$ cat src/rtl/nand_ecc_pkg.sv
`timescale 1ns/1ps
package nand_ecc_pkg;

  // Per-sector classification, encoding fixed by the brief.
  typedef enum logic [1:0] {
    ST_CLEAN    = 2'b00,
    ST_CODE_ERR = 2'b01,
    ST_FIXED    = 2'b10,
    ST_FATAL    = 2'b11
  } ecc_status_e;

endpackage

$ cat src/rtl/ecc_popcount.sv
`timescale 1ns/1ps
// Balanced adder tree counting the set bits of a vector.
module ecc_popcount #(
  parameter int W = 22
) (
  input  logic [W-1:0]             vec,
  output logic [$clog2(W+1)-1:0]   count
);
  localparam int CW     = $clog2(W+1);
  localparam int LVLS   = (W > 1) ? $clog2(W) : 0;
  localparam int LEAVES = 1 << LVLS;

  genvar l, j;
  for (l = 0; l <= LVLS; l++) begin : g_lvl
    localparam int N = LEAVES >> l;
    logic [CW-1:0] s [N];
    for (j = 0; j < N; j++) begin : g_node
      if (l == 0) begin : g_leaf
        if (j < W) begin : g_bit
          assign s[j] = CW'(vec[j]);
        end else begin : g_pad
          assign s[j] = '0;
        end
      end else begin : g_sum
        assign s[j] = g_lvl[l-1].s[2*j] + g_lvl[l-1].s[2*j+1];
      end
    end
  end

  assign count = g_lvl[LVLS].s[0];

endmodule

$ cat src/rtl/ecc_half_check.sv
`timescale 1ns/1ps
// Two-stage syndrome classifier for one sector.
// Stage 1 (on load): syndrome, all-zero screen, pair comparison.
// Stage 2 (on adv):  bit count and final class / location.
module ecc_half_check
  import nand_ecc_pkg::*;
#(
  parameter int PAR_W = 11
) (
  input  logic                 clk,
  input  logic                 rst_n,
  input  logic                 load,
  input  logic                 adv,
  input  logic                 active,
  input  logic [2*PAR_W-1:0]   calc,
  input  logic [2*PAR_W-1:0]   stored,
  output ecc_status_e          status,
  output logic [PAR_W-1:0]     loc
);
  localparam int CODE_W = 2 * PAR_W;
  localparam int CNT_W  = $clog2(CODE_W + 1);

  logic [CODE_W-1:0] syn_d;
  logic [PAR_W-1:0]  calc_fold, stored_fold;
  logic              quiet_d, pairs_d;

  assign syn_d       = calc ^ stored;
  assign calc_fold   = calc[PAR_W-1:0]   ^ calc[CODE_W-1:PAR_W];
  assign stored_fold = stored[PAR_W-1:0] ^ stored[CODE_W-1:PAR_W];
  assign pairs_d     = ((calc_fold ^ stored_fold) == {PAR_W{1'b1}});
  assign quiet_d     = (syn_d == '0) || (calc == '0) || (stored == '0);

  logic [CODE_W-1:0] syn_q;
  logic              quiet_q, pairs_q, active_q;

  always_ff @(posedge clk or negedge rst_n) begin
    if (!rst_n) begin
      syn_q    <= '0;
      quiet_q  <= 1'b1;
      pairs_q  <= 1'b0;
      active_q <= 1'b0;
    end else if (load) begin
      syn_q    <= syn_d;
      quiet_q  <= quiet_d;
      pairs_q  <= pairs_d;
      active_q <= active;
    end
  end

  logic [CNT_W-1:0] ones;

  ecc_popcount #(.W(CODE_W)) u_count (
    .vec   (syn_q),
    .count (ones)
  );

  always_ff @(posedge clk or negedge rst_n) begin
    if (!rst_n) begin
      status <= ST_CLEAN;
      loc    <= '0;
    end else if (adv) begin
      loc <= '0;
      if (!active_q || quiet_q) begin
        status <= ST_CLEAN;
      end else if (ones == CNT_W'(1)) begin
        status <= ST_CODE_ERR;
      end else if ((ones == CNT_W'(PAR_W)) && pairs_q) begin
        status <= ST_FIXED;
        loc    <= syn_q[PAR_W-1:0];
      end else begin
        status <= ST_FATAL;
      end
    end
  end

  // the adder tree agrees with a direct bit count of the syndrome.
  a_r4_tree_count: assert property (@(posedge clk) disable iff (!rst_n)
    adv |-> (ones == CNT_W'($countones(syn_q))));

  // a location is only ever reported for a correctable sector.
  a_r5_loc_only_fixed: assert property (@(posedge clk) disable iff (!rst_n)
    (status != ST_FIXED) |-> (loc == '0));

  // a sector loaded while inactive reports clean once classified.
  a_r7_idle_clean: assert property (@(posedge clk) disable iff (!rst_n)
    (load && !active) |=> ##1 (status == ST_CLEAN));

endmodule

$ cat src/rtl/nand_ecc_fix.sv
`timescale 1ns/1ps
module nand_ecc_fix
  import nand_ecc_pkg::*;
#(
  parameter int SECT_BYTES = 256,
  parameter int NSECT      = 2
) (
  input  logic                                         clk,
  input  logic                                         rst_n,
  input  logic                                         start,
  input  logic                                         wide_mode,
  input  logic [NSECT*2*($clog2(SECT_BYTES)+3)-1:0]    calc_code,
  input  logic [NSECT*2*($clog2(SECT_BYTES)+3)-1:0]    stored_code,
  output logic                                         done,
  output logic [2*NSECT-1:0]                           status,
  output logic [NSECT*($clog2(SECT_BYTES)+3)-1:0]      fail_loc,
  output logic                                         any_err,
  input  logic                                         fix_in_valid,
  output logic                                         fix_in_ready,
  input  logic [$clog2(SECT_BYTES)+((NSECT>1)?$clog2(NSECT):1)-1:0] fix_in_addr,
  input  logic [7:0]                                   fix_in_byte,
  output logic                                         fix_out_valid,
  input  logic                                         fix_out_ready,
  output logic [7:0]                                   fix_out_byte
);
  localparam int BYTE_W = $clog2(SECT_BYTES);
  localparam int PAR_W  = BYTE_W + 3;
  localparam int CODE_W = 2 * PAR_W;
  localparam int SEL_W  = (NSECT > 1) ? $clog2(NSECT) : 1;
  localparam int ADDR_W = BYTE_W + SEL_W;

  // ---------------- classification pipeline ----------------
  logic v1_q, done_q;

  always_ff @(posedge clk or negedge rst_n) begin
    if (!rst_n) begin
      v1_q   <= 1'b0;
      done_q <= 1'b0;
    end else begin
      v1_q   <= start;
      done_q <= v1_q;
    end
  end

  assign done = done_q;

  ecc_status_e          st_arr   [NSECT];
  logic [PAR_W-1:0]     loc_arr  [NSECT];
  logic [NSECT-1:0]     err_bits;
  logic [7:0]           flip_arr [NSECT];
  logic [SEL_W-1:0]     addr_sel;
  logic [BYTE_W-1:0]    addr_byte;

  assign addr_sel  = fix_in_addr[ADDR_W-1:BYTE_W];
  assign addr_byte = fix_in_addr[BYTE_W-1:0];

  genvar h;
  for (h = 0; h < NSECT; h++) begin : g_sect
    logic act;
    if (h == 0) begin : g_first
      assign act = 1'b1;
    end else begin : g_rest
      assign act = wide_mode;
    end

    ecc_half_check #(.PAR_W(PAR_W)) u_half (
      .clk    (clk),
      .rst_n  (rst_n),
      .load   (start),
      .adv    (v1_q),
      .active (act),
      .calc   (calc_code[h*CODE_W +: CODE_W]),
      .stored (stored_code[h*CODE_W +: CODE_W]),
      .status (st_arr[h]),
      .loc    (loc_arr[h])
    );

    assign status[2*h +: 2]       = st_arr[h];
    assign fail_loc[h*PAR_W +: PAR_W] = loc_arr[h];
    assign err_bits[h] = (st_arr[h] == ST_CODE_ERR) || (st_arr[h] == ST_FATAL);

    logic hit;
    assign hit = (addr_sel == SEL_W'(h)) && (st_arr[h] == ST_FIXED) &&
                 (addr_byte == loc_arr[h][PAR_W-1:3]);
    assign flip_arr[h] = hit ? (8'd1 << loc_arr[h][2:0]) : 8'd0;
  end

  assign any_err = |err_bits;

  // ---------------- repair stream ----------------
  logic [7:0] flip_mask;

  always_comb begin
    flip_mask = 8'd0;
    for (int k = 0; k < NSECT; k++) begin
      flip_mask = flip_mask | flip_arr[k];
    end
  end

  assign fix_in_ready = !fix_out_valid || fix_out_ready;

  always_ff @(posedge clk or negedge rst_n) begin
    if (!rst_n) begin
      fix_out_valid <= 1'b0;
      fix_out_byte  <= 8'd0;
    end else if (fix_in_valid && fix_in_ready) begin
      fix_out_valid <= 1'b1;
      fix_out_byte  <= fix_in_byte ^ flip_mask;
    end else if (fix_out_ready) begin
      fix_out_valid <= 1'b0;
    end
  end

  // a result pulse always traces back to a start two edges earlier.
  a_r2_done_source: assert property (@(posedge clk) disable iff (!rst_n)
    done |-> $past(start, 2));

  // every start yields a result pulse two edges later.
  a_r2_start_done: assert property (@(posedge clk) disable iff (!rst_n)
    start |=> ##1 done);

  // a stalled output byte is held unchanged.
  a_r10_hold_stalled: assert property (@(posedge clk) disable iff (!rst_n)
    (fix_out_valid && !fix_out_ready) |=> (fix_out_valid && $stable(fix_out_byte)));

  // the error flag never rises while every sector reports clean.
  a_r8_flag_needs_status: assert property (@(posedge clk) disable iff (!rst_n)
    any_err |-> (status != '0));

endmodule

$ cat config.mk
export PLATFORM = sky130hd
export DESIGN_NAME = nand_ecc_fix
export DESIGN_NICKNAME = d
export VERILOG_FILES = /design/src/rtl/nand_ecc_pkg.sv /design/src/rtl/ecc_popcount.sv /design/src/rtl/ecc_half_check.sv /design/src/rtl/nand_ecc_fix.sv
export SDC_FILE = /design/constraint.sdc
export NUM_CORES = 1
export LEC_CHECK = 0
export CORE_UTILIZATION = 38
export CTS_BUF_LIST = sky130_fd_sc_hd__clkbuf_4 sky130_fd_sc_hd__clkbuf_8
export DETAILED_ROUTE_END_ITERATION = 7
export GPL_TIMING_DRIVEN = 0
export HOLD_SLACK_MARGIN = 0.05
export MAX_ROUTING_LAYER = met4
export PLACE_DENSITY = 0.74
export SETUP_SLACK_MARGIN = 0.3
export SLEW_MARGIN = 5
export SYNTH_ARGS = -nofsm -noshare
export SYNTH_HDL_FRONTEND = slang
export SYNTH_SLANG_ARGS = --single-unit
$ cat constraint.sdc
create_clock -name clk -period 11.8 [get_ports clk]
set_input_delay 3.54 -clock clk [delete_from_list [all_inputs] [get_ports clk]]
set_output_delay 3.54 -clock clk [all_outputs]
set_load 0.01 [all_outputs]
# After elaboration in Yosys (flattened, before gate mapping)
# Cells that the tools add are included.
dict set report totals {
  input_bits 111
  ff_bits 87
  wordCells 128
  out_inout_bits 38
}
dict set report classes {
  n_eq_ne 14
  n_bitwise 11
  n_shift 2
  reduce_logical 27
  addsub 42
  n_mux 16
}
# op count
set ops {}
lappend ops {{22-bit logical NOT} 6}
lappend ops {{11-bit 2-to-1 mux} 6}
lappend ops {{11-bit XOR} 6}
lappend ops {{1-bit by 1-bit adder with 2-bit output} 22}
lappend ops {{22-bit XOR} 2}
lappend ops {{5-bit adder} 6}
lappend ops {{2-bit by 2-bit adder with 3-bit output} 8}
lappend ops {{11-bit == test, second input constant} 2}
lappend ops {{5-bit by 2-bit adder with 5-bit output} 4}
lappend ops {{8-bit == test} 2}
lappend ops {{8-bit 2-to-1 mux} 2}
lappend ops {{1-bit by 3-bit << shifter with 8-bit output, first input constant} 2}
lappend ops {{5-bit by 1-bit == test with 1-bit output, second input constant} 2}
lappend ops {{5-bit by 4-bit == test with 1-bit output, second input constant} 2}
lappend ops {{1-bit logical OR} 9}
lappend ops {{3-bit by 3-bit adder with 4-bit output} 2}
lappend ops {{2-bit == test, second input constant} 4}
lappend ops {{2-bit 2-to-1 mux} 4}
lappend ops {{8-bit bitwise OR} 1}
lappend ops {{8-bit XOR} 1}
lappend ops {{1-bit logical AND} 7}
lappend ops {{2-bit by 1-bit == test with 1-bit output, second input constant} 2}
lappend ops {{1-bit 2-to-1 mux} 4}
lappend ops {{1-bit logical NOT} 3}
lappend ops {{other kinds (3)} 3}

# Depth between registers and ports, before layout
dict set report logic_depth {
  depth_word 10
  mapped_depth 21
  depth_no_buf 20
}

# By module
# Synthesis repeated with hierarchy kept, for this count alone.
dict set report hier_totals {
  cells_unflattened 611
  hier_area_um2 5795.6
}
# mod area_each_um2 seq_area_each_um2 n_inst cells_each
set modules_own_cells {}
lappend modules_own_cells {ecc_half_check 1865.5 952.2 2 192}
lappend modules_own_cells {nand_ecc_fix 762.0 275.3 1 84}
lappend modules_own_cells {{ecc_popcount at g_sect[1].u_half.u_count} 656.9 0.0 1 71}
lappend modules_own_cells {{ecc_popcount at g_sect[0].u_half.u_count} 645.6 0.0 1 72}

# Worst setup path after synthesis
# Ideal clock, no wire load.
dict set report synth_timing {
  path_type {input-to-output}
  from {input fix_out_ready}
  to {output fix_in_ready}
  stages 1
  required_time_ns 8.260
  t_arrival_ns 3.723
  path_buffers 0
  setup_slack_ns 4.537
  path_cell_list {nand2b_1}
}
dict set report synth_via {
  elab_chain_len 1
}
# element line_no
set synth_lines {}
lappend synth_lines {{start, declared} nand_ecc_fix.sv:23} ;# input logic fix_out_ready,
lappend synth_lines {{1-bit logical OR} nand_ecc_fix.sv:100} ;# assign fix_in_ready = !fix_out_valid || fix_out_ready;
lappend synth_lines {{end, declared} nand_ecc_fix.sv:19} ;# output logic fix_in_ready,
# Every way passes these cells.

# Worst setup path after layout
# Ends and elaborated chain as after synthesis.

==> impl_metrics.tcl <==
set metrics [dict create \
    antenna_found_initial 0 \
    crit_slowest_cell "clkdlybuf4s50_1" \
    r2r.worst_path.cells 21 \
    drv_slew 0 \
    layout.nets 888 \
    r2r_end "g_sect[1].u_half.loc[6]" \
    ios 149 \
    grt.total_usage_pct 20.63 \
    clock-sinks 87 \
    seq_area_frac_synth_pct 38.36 \
    dieArea_mm2 0.01544 \
    leakagePower_uw 0.003175 \
    drcViolationCount 0 \
    die_y_um 124.3 \
    dp_hpwl_um 12970 \
    hold_class "reg2reg" \
    ys.flop_type "dfrtp_1" \
    holdPathStages 1 \
    cts_root_buf "clkbuf_8" \
    syn_inst 559 \
    rrSetupSlack_ns 5.80 \
    finalWirelength_um 15300 \
    peakVddDrop_mv 0.1835 \
    crit_arrival_ns 4.66 \
    setup_violations 0 \
    hold_violations 0 \
    post-route-period-util_pct 69.45 \
    setup_ws_ns 3.605 \
    drt_iter0_markers 317 \
    critical_path.startpoint_type "input pin" \
    synth_cell_types 38 \
    clk_latency_ns 0.36 \
    n_antenna_cell 0 \
    cts_max_level 3 \
    synth_edf_count 0 \
    globalRouteOverflowTotal 0 \
    synthToLayoutAreaGrowth_pct 34.18 \
    drive_gt1_share_pct 4.558 \
    num_rows 44 \
    rsz0062_at_grt "false" \
    hold_slack_ns 0.4808 \
    ys_warn_count 0 \
    cpMostUsedCell "clkdlybuf4s50_1" \
    dp.cells 892 \
    final.setup_skew_ns 0.01043 \
    dp_slack_ns 3.605 \
    synth_async_sr_flop_share_pct 100.0 \
    avgRoutedWirePerCell_um 16.85 \
    final_cell_mix "clkdlybuf4s50_1, dfrtp_1, xnor2_1, inv_1, nor2_1" \
    finalCriticalPeriod_ns 8.195 \
    port_buffers 148 \
    synth_nets 728 \
    relSlewSlack_pct 67.32 \
    max_freq_mhz 122.0 \
    tns_ns 0 \
    core_area_mm2 0.01453 \
    drtPass1Iterations 4 \
    fill_cells 1295 \
    grt_pass1_wl_um 24750 \
    rr_startpoint "g_sect[1].u_half.syn_q[9]" \
    grt_max_degree 59 \
    viasPerCell 5.289 \
    synthesis.area_mm2 0.005682 \
    via_count 4802 \
    cts-resized-gates 0 \
    cp-end-kind "primary output" \
    cts_buffers 9 \
    synth_seq_cells 87 \
    final_common_cell "clkdlybuf4s50_1" \
    cpPeakStageDelay_ns 0.54 \
    critical_path_class "in2out" \
    cts_setup_buffers 0 \
    cts_hold_buf 0 \
    crit_required_ns 8.26 \
    avgSynthCellArea_um2 10.16 \
    clk_pin_slew_ns 0.08 \
    tightestPinTransition_ns 0.4867 \
    cts_buffer_depth 2 \
    cts_tree "yes" \
    chipWidth_um 124.3 \
    gp_congestion 0.8900 \
    critPathMaxFanout 3 \
    total_power_uw 1698 \
    status "finished clean" \
    grt_pass1_vias 4931 \
    start_util_pct 39.09 \
    hold_start "g_sect[0].u_half.active_q" \
    final_antenna_net_count 0 \
    power_density_mw_per_mm2 222.7 \
    crit_chain "clkdlybuf4s50_1 -> nand2b_1 -> clkdlybuf4s50_1" \
    holdPathEnd "g_sect[0].u_half.active_q" \
    fin_cells 908 \
    drv_cap 0 \
]
## report_power, final
part / switching, µW / internal, µW
Sequential: 26.9 / 326
Combinational: 587 / 544
Clock: 102 / 111
## cell families after synthesis
| family | after synthesis | share of synthesized area (%) |
|---|---|---|
| xor+xnor | 96 | 14.80 |
| flops | 87 | 38.36 |
| simple gates | 143 | 13.63 |
| buf+inv | 74 | 4.933 |
| mux | 5 | 0.9909 |
| fa+ha+maj | 58 | 16.47 |
| compound gates | 96 | 10.81 |
## layout make-up
class                           instances  area [µm²]  share of cell area [%]
Buffer                                 15       58.81                  0.7714
Multi-Input combinational cell        398        3222                   42.26
Clock inverter                          3       45.04                  0.5908
Timing Repair Buffer                  149        1506                   19.76
Clock buffer                           13       160.2                   2.101
Tap cell                              184       230.2                   3.020
Sequential cell                        87        2180                   28.59
Inverter                               59       221.5                   2.905
## worst max-delay path, delay by kind of cell
family / cells / cell delay [ns]
buf+inv: 2 / 0.98
simple gates: 1 / 0.13
## Yosys cell counts, types with 5 or more instances
cell      count  area share (%)
nand2_1      14            0.92
dfrtp_1      85              37
nor4_1       25             2.8
or4_1         5            0.66
inv_1        58             3.8
nor2_1       48             3.2
o22ai_1       8            0.88
mux2_2        5            0.99
nand2b_1      6            0.66
a22o_1       21             3.2
xor2_1       34             5.2
nand4_1      19             2.1
xnor2_1      62             9.6
ha_1         30             6.6
a21oi_1      42             3.7
clkbuf_1     12            0.79
nor3_1        7            0.62
fa_1         28             9.9
o21ai_0       8            0.70
## flip-flops by register name, indices dropped and copies added (netlist names)
name / cells
g_sect.u_half.active_q: 2
g_sect.u_half.pairs_q: 2
fix_out_byte: 8
g_sect.u_half.status: 4
v1_q: 1
g_sect.u_half.syn_q: 44
g_sect.u_half.quiet_q: 2
g_sect.u_half.loc: 22
done: 1
fix_out_valid: 1
## routing by layer
metal / global-route usage, % / share of wire [%] / vias up
met2: 33.60 / 47 / 217
met5: - / 0 / -
met4: 4.536 / 1.2 / 0
li1: - / - / 2250
met3: 4.338 / 6.7 / 21
met1: 26.41 / 45 / 2314
## how the worst max path moves through the flow
stage	start	endpoint	slack, ns	cells past startpoint
after floorplan	fix_out_ready	fix_in_ready	4.54	1
after global placement	fix_out_ready	fix_in_ready	3.60	3
after detailed placement	fix_out_ready	fix_in_ready	3.60	3
after CTS	fix_out_ready	fix_in_ready	3.60	3
after global routing	fix_out_ready	fix_in_ready	3.57	3
final	fix_out_ready	fix_in_ready	3.60	3
## stage by stage
stage	instance area, µm²	utilization [%]
after floorplan	5682	-
after global placement	7393	50.87
after detailed placement	7418	51.04
after CTS	7624	52.45
after global routing	7624	52.45
final	7624	52.45
No activity file was read; power rests on OpenSTA's default activity.
